File: src/rtl/seq_pkg.sv
package seq_pkg;

  typedef enum logic [1:0] {
    MODE_RING = 2'd0,
    MODE_FULL = 2'd1,
    MODE_ODD  = 2'd2,
    MODE_EVEN = 2'd3
  } seq_mode_e;

  // tail bit from the two head taps
  function automatic logic seq_tail(seq_mode_e m, logic qa, logic qb);
    logic t;
    case (m)
      MODE_RING: t = qa;
      MODE_FULL: t = ~qa;
      MODE_ODD:  t = ~(qa & qb);
      default:   t = ~qb;
    endcase
    return t;
  endfunction

  function automatic int unsigned seq_len(seq_mode_e m, int unsigned w);
    int unsigned l;
    case (m)
      MODE_RING: l = w;
      MODE_FULL: l = 2 * w;
      MODE_ODD:  l = 2 * w - 1;
      default:   l = 2 * w - 2;
    endcase
    return l;
  endfunction

endpackage

File: src/rtl/seq_feedback.sv
module seq_feedback import seq_pkg::*; #(
  parameter int unsigned WIDTH = 4
) (
  input  logic [WIDTH-1:0] state_i,
  input  seq_mode_e        mode_i,
  output logic [WIDTH-1:0] shifted_o
);

  logic tail;

  always_comb begin
    tail      = seq_tail(mode_i, state_i[WIDTH-1], state_i[WIDTH-2]);
    shifted_o = {state_i[WIDTH-2:0], tail};
  end

endmodule

File: src/rtl/seq_classify.sv
module seq_classify import seq_pkg::*; #(
  parameter int unsigned WIDTH = 4,
  parameter int unsigned IDX_W = 3
) (
  input  logic [WIDTH-1:0] state_i,
  input  seq_mode_e        mode_i,
  output logic             legal_o,
  output logic [IDX_W-1:0] idx_o
);

  localparam int unsigned SEQ_MAX = 2 * WIDTH;
  localparam logic [WIDTH-1:0] SEED = WIDTH'(1);

  int unsigned      len;
  logic [WIDTH-1:0] walk;

  // walk the cycle from the seed and match against the held state
  always_comb begin
    len     = seq_len(mode_i, WIDTH);
    walk    = SEED;
    legal_o = 1'b0;
    idx_o   = '0;
    for (int unsigned k = 0; k < SEQ_MAX; k++) begin
      if (k < len && !legal_o && walk == state_i) begin
        legal_o = 1'b1;
        idx_o   = IDX_W'(k);
      end
      walk = {walk[WIDTH-2:0], seq_tail(mode_i, walk[WIDTH-1], walk[WIDTH-2])};
    end
  end

endmodule

File: src/rtl/seq_decode.sv
module seq_decode #(
  parameter int unsigned LINES = 8,
  parameter int unsigned IDX_W = 3
) (
  input  logic             legal_i,
  input  logic [IDX_W-1:0] idx_i,
  output logic [LINES-1:0] onehot_o
);

  for (genvar g = 0; g < LINES; g++) begin : g_line
    assign onehot_o[g] = legal_i && (idx_i == IDX_W'(g));
  end

endmodule

File: src/rtl/seq_twisted_ring.sv
module seq_twisted_ring import seq_pkg::*; #(
  parameter int unsigned WIDTH = 4
) (
  input  logic                 clk_i,
  input  logic                 rst_ni,
  input  logic                 clr_ni,
  input  logic [1:0]           mode_i,
  output logic [WIDTH-1:0]     state_o,
  output logic [2*WIDTH-1:0]   onehot_o,
  output logic                 valid_o
);

  localparam int unsigned SEQ_MAX = 2 * WIDTH;
  localparam int unsigned IDX_W   = $clog2(SEQ_MAX);
  localparam logic [WIDTH-1:0] SEED = WIDTH'(1);

  seq_mode_e        mode;
  logic [WIDTH-1:0] state_q, state_d, shifted;
  logic             legal;
  logic [IDX_W-1:0] idx;

  assign mode = seq_mode_e'(mode_i);

  seq_feedback #(.WIDTH(WIDTH)) u_fb (
    .state_i   (state_q),
    .mode_i    (mode),
    .shifted_o (shifted)
  );

  seq_classify #(.WIDTH(WIDTH), .IDX_W(IDX_W)) u_cls (
    .state_i (state_q),
    .mode_i  (mode),
    .legal_o (legal),
    .idx_o   (idx)
  );

  seq_decode #(.LINES(SEQ_MAX), .IDX_W(IDX_W)) u_dec (
    .legal_i  (legal),
    .idx_i    (idx),
    .onehot_o (onehot_o)
  );

  always_comb begin
    if (!clr_ni || !legal) state_d = SEED;
    else                   state_d = shifted;
  end

  always_ff @(posedge clk_i or negedge rst_ni) begin
    if (!rst_ni) state_q <= SEED;
    else         state_q <= state_d;
  end

  assign state_o = state_q;
  assign valid_o = legal;

  AST_CLR_SEED: assert property (@(posedge clk_i) disable iff (!rst_ni)
    !clr_ni |=> state_o == SEED);
  AST_SHIFT_UP: assert property (@(posedge clk_i) disable iff (!rst_ni)
    (clr_ni && valid_o) |=> state_o[WIDTH-1:1] == $past(state_o[WIDTH-2:0]));
  AST_RING_HOT: assert property (@(posedge clk_i) disable iff (!rst_ni)
    (clr_ni && mode_i == 2'd0) |=> $onehot(state_o));
  AST_ODD_NO_ZERO: assert property (@(posedge clk_i) disable iff (!rst_ni)
    (mode_i == 2'd2) |=> state_o != '0);
  AST_EVEN_NO_EDGE: assert property (@(posedge clk_i) disable iff (!rst_ni)
    (mode_i == 2'd3) |=> (state_o != '0 && state_o != '1));
  AST_ILLEGAL_SEED: assert property (@(posedge clk_i) disable iff (!rst_ni)
    !valid_o |=> state_o == SEED);
  AST_DEC_ONEHOT: assert property (@(posedge clk_i) disable iff (!rst_ni)
    valid_o |-> $onehot(onehot_o));
  AST_DEC_QUIET: assert property (@(posedge clk_i) disable iff (!rst_ni)
    !valid_o |-> onehot_o == '0);

endmodule

File: config.mk
export PLATFORM = sky130hd
export DESIGN_NAME = seq_twisted_ring
export DESIGN_NICKNAME = d
export VERILOG_FILES = /design/src/rtl/seq_pkg.sv /design/src/rtl/seq_feedback.sv /design/src/rtl/seq_classify.sv /design/src/rtl/seq_decode.sv /design/src/rtl/seq_twisted_ring.sv
export SDC_FILE = /design/constraint.sdc
export NUM_CORES = 1
export LEC_CHECK = 0
export CORE_AREA = 2 2 39 41
export DETAILED_ROUTE_END_ITERATION = 16
export DIE_AREA = 0 0 41 43
export PLACE_DENSITY_LB_ADDON = 0.15
export SLEW_MARGIN = 10
export SYNTH_ARGS = -nofsm -noshare
export SYNTH_HDL_FRONTEND = slang
export SYNTH_SLANG_ARGS = --single-unit
File: constraint.sdc
create_clock -name clk_i -period 4.45 [get_ports clk_i]
set_input_delay 0.89 -clock clk_i [delete_from_list [all_inputs] [get_ports clk_i]]
set_output_delay 0.89 -clock clk_i [all_outputs]
set_load 0.005 [all_outputs]
Word level (Yosys, flattened, before mapping)
Index checks and enable logic that the tools add are counted.
{ "classes": {"n_mul": 0, "n_div": 0, "shifts": 0, "n_reduce_logical": 36, "muxes": 24, "magnitude_cmp": 8, "addsub": 0, "n_bitwise": 10, "n_eq_ne": 17} }
{ "ops": {"columns": ["operator", "n"], "rows": [
  ["3-bit by 32-bit < comparator with 1-bit output, first input constant", 4],
  ["1-bit logical AND", 23],
  ["4-bit equality test", 5],
  ["1-bit two-way mux", 13],
  ["3-bit equality test, second input constant", 4],
  ["3-bit two-way mux", 4],
  ["4-bit case mux with 3 select lines", 1],
  ["1-bit logical NOT", 9],
  ["1-bit case mux with 3 select lines", 3],
  ["1-bit by 4-bit < comparator with 1-bit output, first input constant", 2],
  ["2-bit by 4-bit < comparator with 1-bit output, first input constant", 2],
  ["1-bit inverter", 7],
  ["3-bit by 2-bit equality test with 1-bit output, second input constant", 2],
  ["1-bit by 4-bit equality test with 1-bit output, first input constant", 1],
  ["2-bit by 4-bit equality test with 1-bit output", 1],
  ["3-bit by 4-bit equality test with 1-bit output", 1],
  ["2-bit two-way mux", 2],
  ["4-bit two-way mux", 1],
  ["1-bit bitwise AND", 3],
  ["3-bit by 1-bit equality test with 1-bit output, second input constant", 1],
  ["3-bit logical NOT", 1],
  ["2-bit by 1-bit equality test with 1-bit output, second input constant", 1],
  ["2-bit equality test, second input constant", 1],
  ["2-bit logical NOT", 1],
  ["other kinds (2)", 2]
]} }
{ "totals": {"elab_cells": 96, "reg_bits": 4, "out_inout_bits": 13, "mem_bits_rw": 0, "romBits": 0, "mem_count": 0, "inputBits": 5, "latch_bits": 0} }

Logic depth before layout (Yosys ltp)
{ "depth": {"word_depth": 36, "mapped_depth": 8, "depth_no_buf": 8} }

Cells and area by module
A second synthesis with hierarchy kept.
{ "unflattened": {"hier_cells": 87, "area_unflattened_um2": 754.5} }
{ "by_module_without_submodules": {"columns": ["mod", "area_per_inst_um2", "cells_each", "n_inst", "seq_area_each_um2"], "rows": [
  ["seq_classify", 476.7, 64, 1, 0.0],
  ["seq_twisted_ring", 127.6, 8, 1, 101.3],
  ["seq_decode", 96.3, 8, 1, 0.0],
  ["seq_feedback", 53.8, 7, 1, 0.0]
]} }

Worst setup path before layout
Ideal clock, no wire load.
{ "synth_path": {"path_kind": "input-to-output", "from": "in mode_i[0]", "to": "out onehot_o[7]", "cell_stages": 7, "required_time_ns": 3.560, "arrival_ns": 2.283, "n_path_buf": 0, "slack_ns": 1.277, "cell_sequence": "inv_1 > ha_1 > ha_1 > or3b_2 > a21oi_1 > a311oi_2 > and3_1"} }
{ "synth_between": {"elab_chain_cells": 35, "word_cells_on_any_way": 71} }
{ "synth_lines": {"columns": ["element", "line_no", "rtl"], "rows": [
  ["start, declared", "seq_twisted_ring.sv:7", "input logic [1:0] mode_i,"],
  ["2-bit equality test, or another cell as far along", "seq_pkg.sv:13, seq_pkg.sv:24", null],
  ["4-bit case mux with 3 select lines", "seq_pkg.sv:24", "case (m)"],
  ["1-bit by 4-bit < comparator with 1-bit output", "seq_classify.sv:24", "if (k < len && !legal_o && walk == state_i) begin"],
  ["1-bit logical AND", "seq_classify.sv:24", null],
  ["1-bit two-way mux", "seq_classify.sv:24", null],
  ["1-bit logical NOT", "seq_classify.sv:24", null],
  ["1-bit logical AND (2 in series)", "seq_classify.sv:24", null],
  ["1-bit two-way mux", "seq_classify.sv:24", null],
  ["[16 not listed]", null, null],
  ["1-bit logical NOT", "seq_classify.sv:24", null],
  ["1-bit logical AND (2 in series)", "seq_classify.sv:24", null],
  ["1-bit two-way mux", "seq_classify.sv:24", null],
  ["1-bit logical NOT", "seq_classify.sv:24", null],
  ["1-bit logical AND (2 in series)", "seq_classify.sv:24", null],
  ["3-bit two-way mux", "seq_classify.sv:24", null],
  ["3-bit equality test", "seq_decode.sv:11", "assign onehot_o[g] = legal_i && (idx_i == IDX_W'(g));"],
  ["1-bit logical AND (*)", "seq_decode.sv:11", null],
  ["end, declared", "seq_twisted_ring.sv:9", "output logic [2*WIDTH-1:0] onehot_o,"]
]} }
Every way passes the cells marked *; elsewhere a longest branch is shown, timed or not.

Worst setup path in the final report
{ "layout_path": {"from": "in mode_i[0]", "to": "out valid_o"} }
{ "layout_between": {"elab_chain_cells": 33, "word_cells_on_any_way": 62} }
{ "layout_lines": {"columns": ["element", "line_no", "rtl"], "rows": [
  ["2-bit equality test, or another cell as far along", "seq_pkg.sv:13, seq_pkg.sv:24", null],
  ["4-bit case mux with 3 select lines", "seq_pkg.sv:24", null],
  ["1-bit by 4-bit < comparator with 1-bit output", "seq_classify.sv:24", null],
  ["1-bit logical AND", "seq_classify.sv:24", null],
  ["1-bit two-way mux", "seq_classify.sv:24", null],
  ["1-bit logical NOT", "seq_classify.sv:24", null],
  ["1-bit logical AND (2 in series)", "seq_classify.sv:24", null],
  ["1-bit two-way mux", "seq_classify.sv:24", null],
  ["[13 not listed]", null, null],
  ["1-bit logical AND (2 in series)", "seq_classify.sv:24", null],
  ["1-bit two-way mux", "seq_classify.sv:24", null],
  ["1-bit logical NOT", "seq_classify.sv:24", null],
  ["1-bit logical AND (2 in series)", "seq_classify.sv:24", null],
  ["1-bit two-way mux", "seq_classify.sv:24", null],
  ["1-bit logical NOT", "seq_classify.sv:24", null],
  ["1-bit logical AND (2 in series)", "seq_classify.sv:24", null],
  ["1-bit two-way mux (*)", "seq_classify.sv:24", null],
  ["end, declared", "seq_twisted_ring.sv:10", "output logic valid_o"]
]} }
Marks and branches as above.

==> impl_metrics.toml <==
[cts]
cts_num_sinks = 4
post_cts_buffers = 0
numCtsBuffers = 3
clk_pin_slew_ns = 0.04
clock_latency_ns = 0.23
h-tree-depth = 1
clockBufferDepth = 2
cts_tree = "yes"
root_buffer = "clkbuf_4"

[floorplan]
start_util_pct = 45.7
die_x_um = 41
core-area_mm2 = 0.00138
die_area_mm2 = 0.00176
die_y_um = 43
rows = 14
io_pins = 18

[final_layout]
largest_reg_flops = 4
nNetsFinal = 104
layout_commonest_cell = "clkdlybuf4s50_1"
final_util_pct = 58.6
n_antenna_cell = 0
layout-drive-gt1-share_pct = 17.6
area_growth_pct = 28.3
final_cell_mix = "clkdlybuf4s50_1 (17), nand2_1 (9), ha_1 (7)"
finalInstanceArea_um2 = 811

[grt]
grt_max_degree = 16
first_global_vias = 498
antenna_found_initial = 0
track_usage_pct = 18.2
grt_pass1_wl_mm = 2.30
grt-ovfl-total = 0

[critical_path]
crit_path_end_kind = "output port"
regToRegStartpoint = "state_o[3]$_DFF_PN0_"
cp-start-kind = "input pin"
crit_type = "input pin to output port"
crit_path_max_incr_delay_ns = 0.53
cp_top_family = "buffers and inverters"
r2r-end = "state_o[2]$_DFF_PN0_"
cp_slowest_cell = "clkdlybuf4s50_1"
path_cells = "clkdlybuf4s50_1, inv_1, ha_1, ha_1, or3b_2, a21oi_2, a311oi_2, nand4b_2, clkdlybuf4s50_1"
ff2ff_setup_slack_ns = 2.41
crit_fanout = 5
cp.required_ns = 3.56
crit_arrival_ns = 3.37
reg2regPathDepth = 6
path_buf_inv = 3

[drt]
postRouteAntennaNets = 0
via_per_inst = 5.35
routedWlPerCell_um = 13.0
wl_mm = 1.39
dr.first_iter.drc_count = 10
drt_first_pass_iters = 4
via_count = 572
drc = 0

[timing]
finalCritPeriodShare_pct = 95.7
worst_pin_slew_ns = 0.481
final-max-slew-violation-count = 0
slew-limit-headroom_pct = 68.0
skew_ns = 0.00656
setup_viol = 0
hold_viol = 0
rsz0062_at_grt = "false"
fmax_ghz = 0.235
min_period_ns = 4.26
hold_ws_ns = 0.629
fin_tns_setup_ns = 0

[hold_path]
min_to = "state_o[1]$_DFF_PN0_"
hold_depth = 1
hp-start = "state_o[0]$_DFF_PN1_"
worst_hold_path_type = "register to register"

[synthesis]
synthAdderAreaFrac_pct = 13.9
yosysSeqAreaShare_pct = 16.0
synth_compound_area_share_pct = 18.6
synthSimpleGateAreaFrac_pct = 32.7
synth_warnings = 0
synth_xor_area_share_pct = 6.93
avgSynthCellArea_um2 = 8.54
yosys-mux-area-fraction_pct = 0
syn-num-nets = 86
yosysUniqueCellTypes = 37
ys_seq_elements = 4
synthesis.area_um2 = 632
synth_top_family_by_area = "simple AND/OR/NAND/NOR gates"
synthCells = 74

[placed_design]
port_buffers = 17
hpwl_mm = 1.08
gp_congestion = 0.761
place_area_um2 = 781

[run_status]
status = "finished clean"

[power_and_ir_drop]
vdd_drop_max_mv = 0.0988
pwr_density_cell_mw_per_mm2 = 284
power_leakage_nw = 0.339

[job]
maxCapViolCount = 0
cell usage after synthesis (all sizes together):
| cell | count | area share, % |
|---|---|---|
| or3b | 2 | 2.8 |
| nand4 | 1 | 0.99 |
| nor2b | 1 | 0.99 |
| nor2 | 3 | 1.8 |
| dfrtp | 3 | 12 |
| a311oi | 1 | 2.4 |
| xnor2 | 2 | 2.8 |
| o31a | 1 | 1.4 |
| o32ai | 1 | 4.4 |
| nand4b | 1 | 2.4 |
| a21boi | 1 | 1.8 |
| nand2 | 9 | 5.3 |
| nor3 | 3 | 2.4 |
| xor2 | 3 | 4.2 |
| or2 | 1 | 0.99 |
| buf | 4 | 5.5 |
| ha | 7 | 14 |
| o32a | 1 | 1.8 |
| a211oi | 1 | 2.0 |
| nand2b | 2 | 2.0 |
| o21ai | 2 | 1.6 |
| or2b | 2 | 2.8 |
| a21oi | 3 | 2.4 |
| nand3 | 2 | 1.6 |
| dfstp | 1 | 4.2 |
| nor4bb | 1 | 1.6 |
| o22ai | 1 | 0.99 |
| clkbuf | 2 | 3.4 |
| nor4 | 1 | 0.99 |
| nand3b | 1 | 1.2 |
| inv | 5 | 3.0 |
| and3 | 5 | 5.0 |
layer usage:
metal | global-route usage [%] | routed length, um | share of wire [%]
met1 | 27.2 | 638 | 46
met2 | 28.1 | 730 | 53
met3 | 0 | 17 | 1.2
met4 | 4.00 | 0 | 0
met5 | 0 | 0 | 0
power breakdown:
group	switching, W	internal [W]	total (W)
logic	0.0000485	0.0000668	0.000115
registers	0.0000237	0.0000433	0.0000670
clock network	0.0000144	0.0000336	0.0000480
metrics by stage:
stage | std cells | total power, W | setup WS [ns]
6_report | 107 | 0.000230 | 0.191
5_1_grt | 107 | 0.000250 | 0.0493
4_1_cts | 107 | 0.000231 | 0.121
3_3_place_gp | 103 | 0.000180 | 0.206
2_1_floorplan | 74 | 0.000137 | 1.28
3_5_place_dp | 103 | 0.000182 | 0.131
cell families (layout without fill, tap and decap cells):
logic type               after synthesis  after routing
AND/OR/NAND/NOR                       35             35
AO/OA/AOI/OAI                         12             12
buffers and inverters                 11             28
adder cells (fa/ha/maj)                7              7
XOR/XNOR                               5              5
flip-flops                             4              4
area by class of cell:
class / count / area (um^2)
fillers: 150 / 573
multi-input cells: 59 / 459
repair buffers: 19 / 185
flip-flops and latches: 4 / 101
clock buffers: 4 / 26.3
well taps: 16 / 20.0
inverters: 5 / 18.8
worst max-delay path by stage:
stage,startpoint,end,slack (ns),cells after the start
4_1_cts,mode_i[0],valid_o,0.12,9
3_5_place_dp,mode_i[0],valid_o,0.13,9
2_1_floorplan,mode_i[0],onehot_o[7],1.28,7
3_3_place_gp,mode_i[0],valid_o,0.21,9
5_1_grt,mode_i[0],valid_o,0.05,9
6_report,mode_i[0],valid_o,0.19,9
repair_timing:
item / 4_1_cts / 5_1_grt
setup endpoints to repair: 0 / 1
hold buffers: 0 / 0
resized for setup: 0 / 1
(Power assumes the default switching activity.)
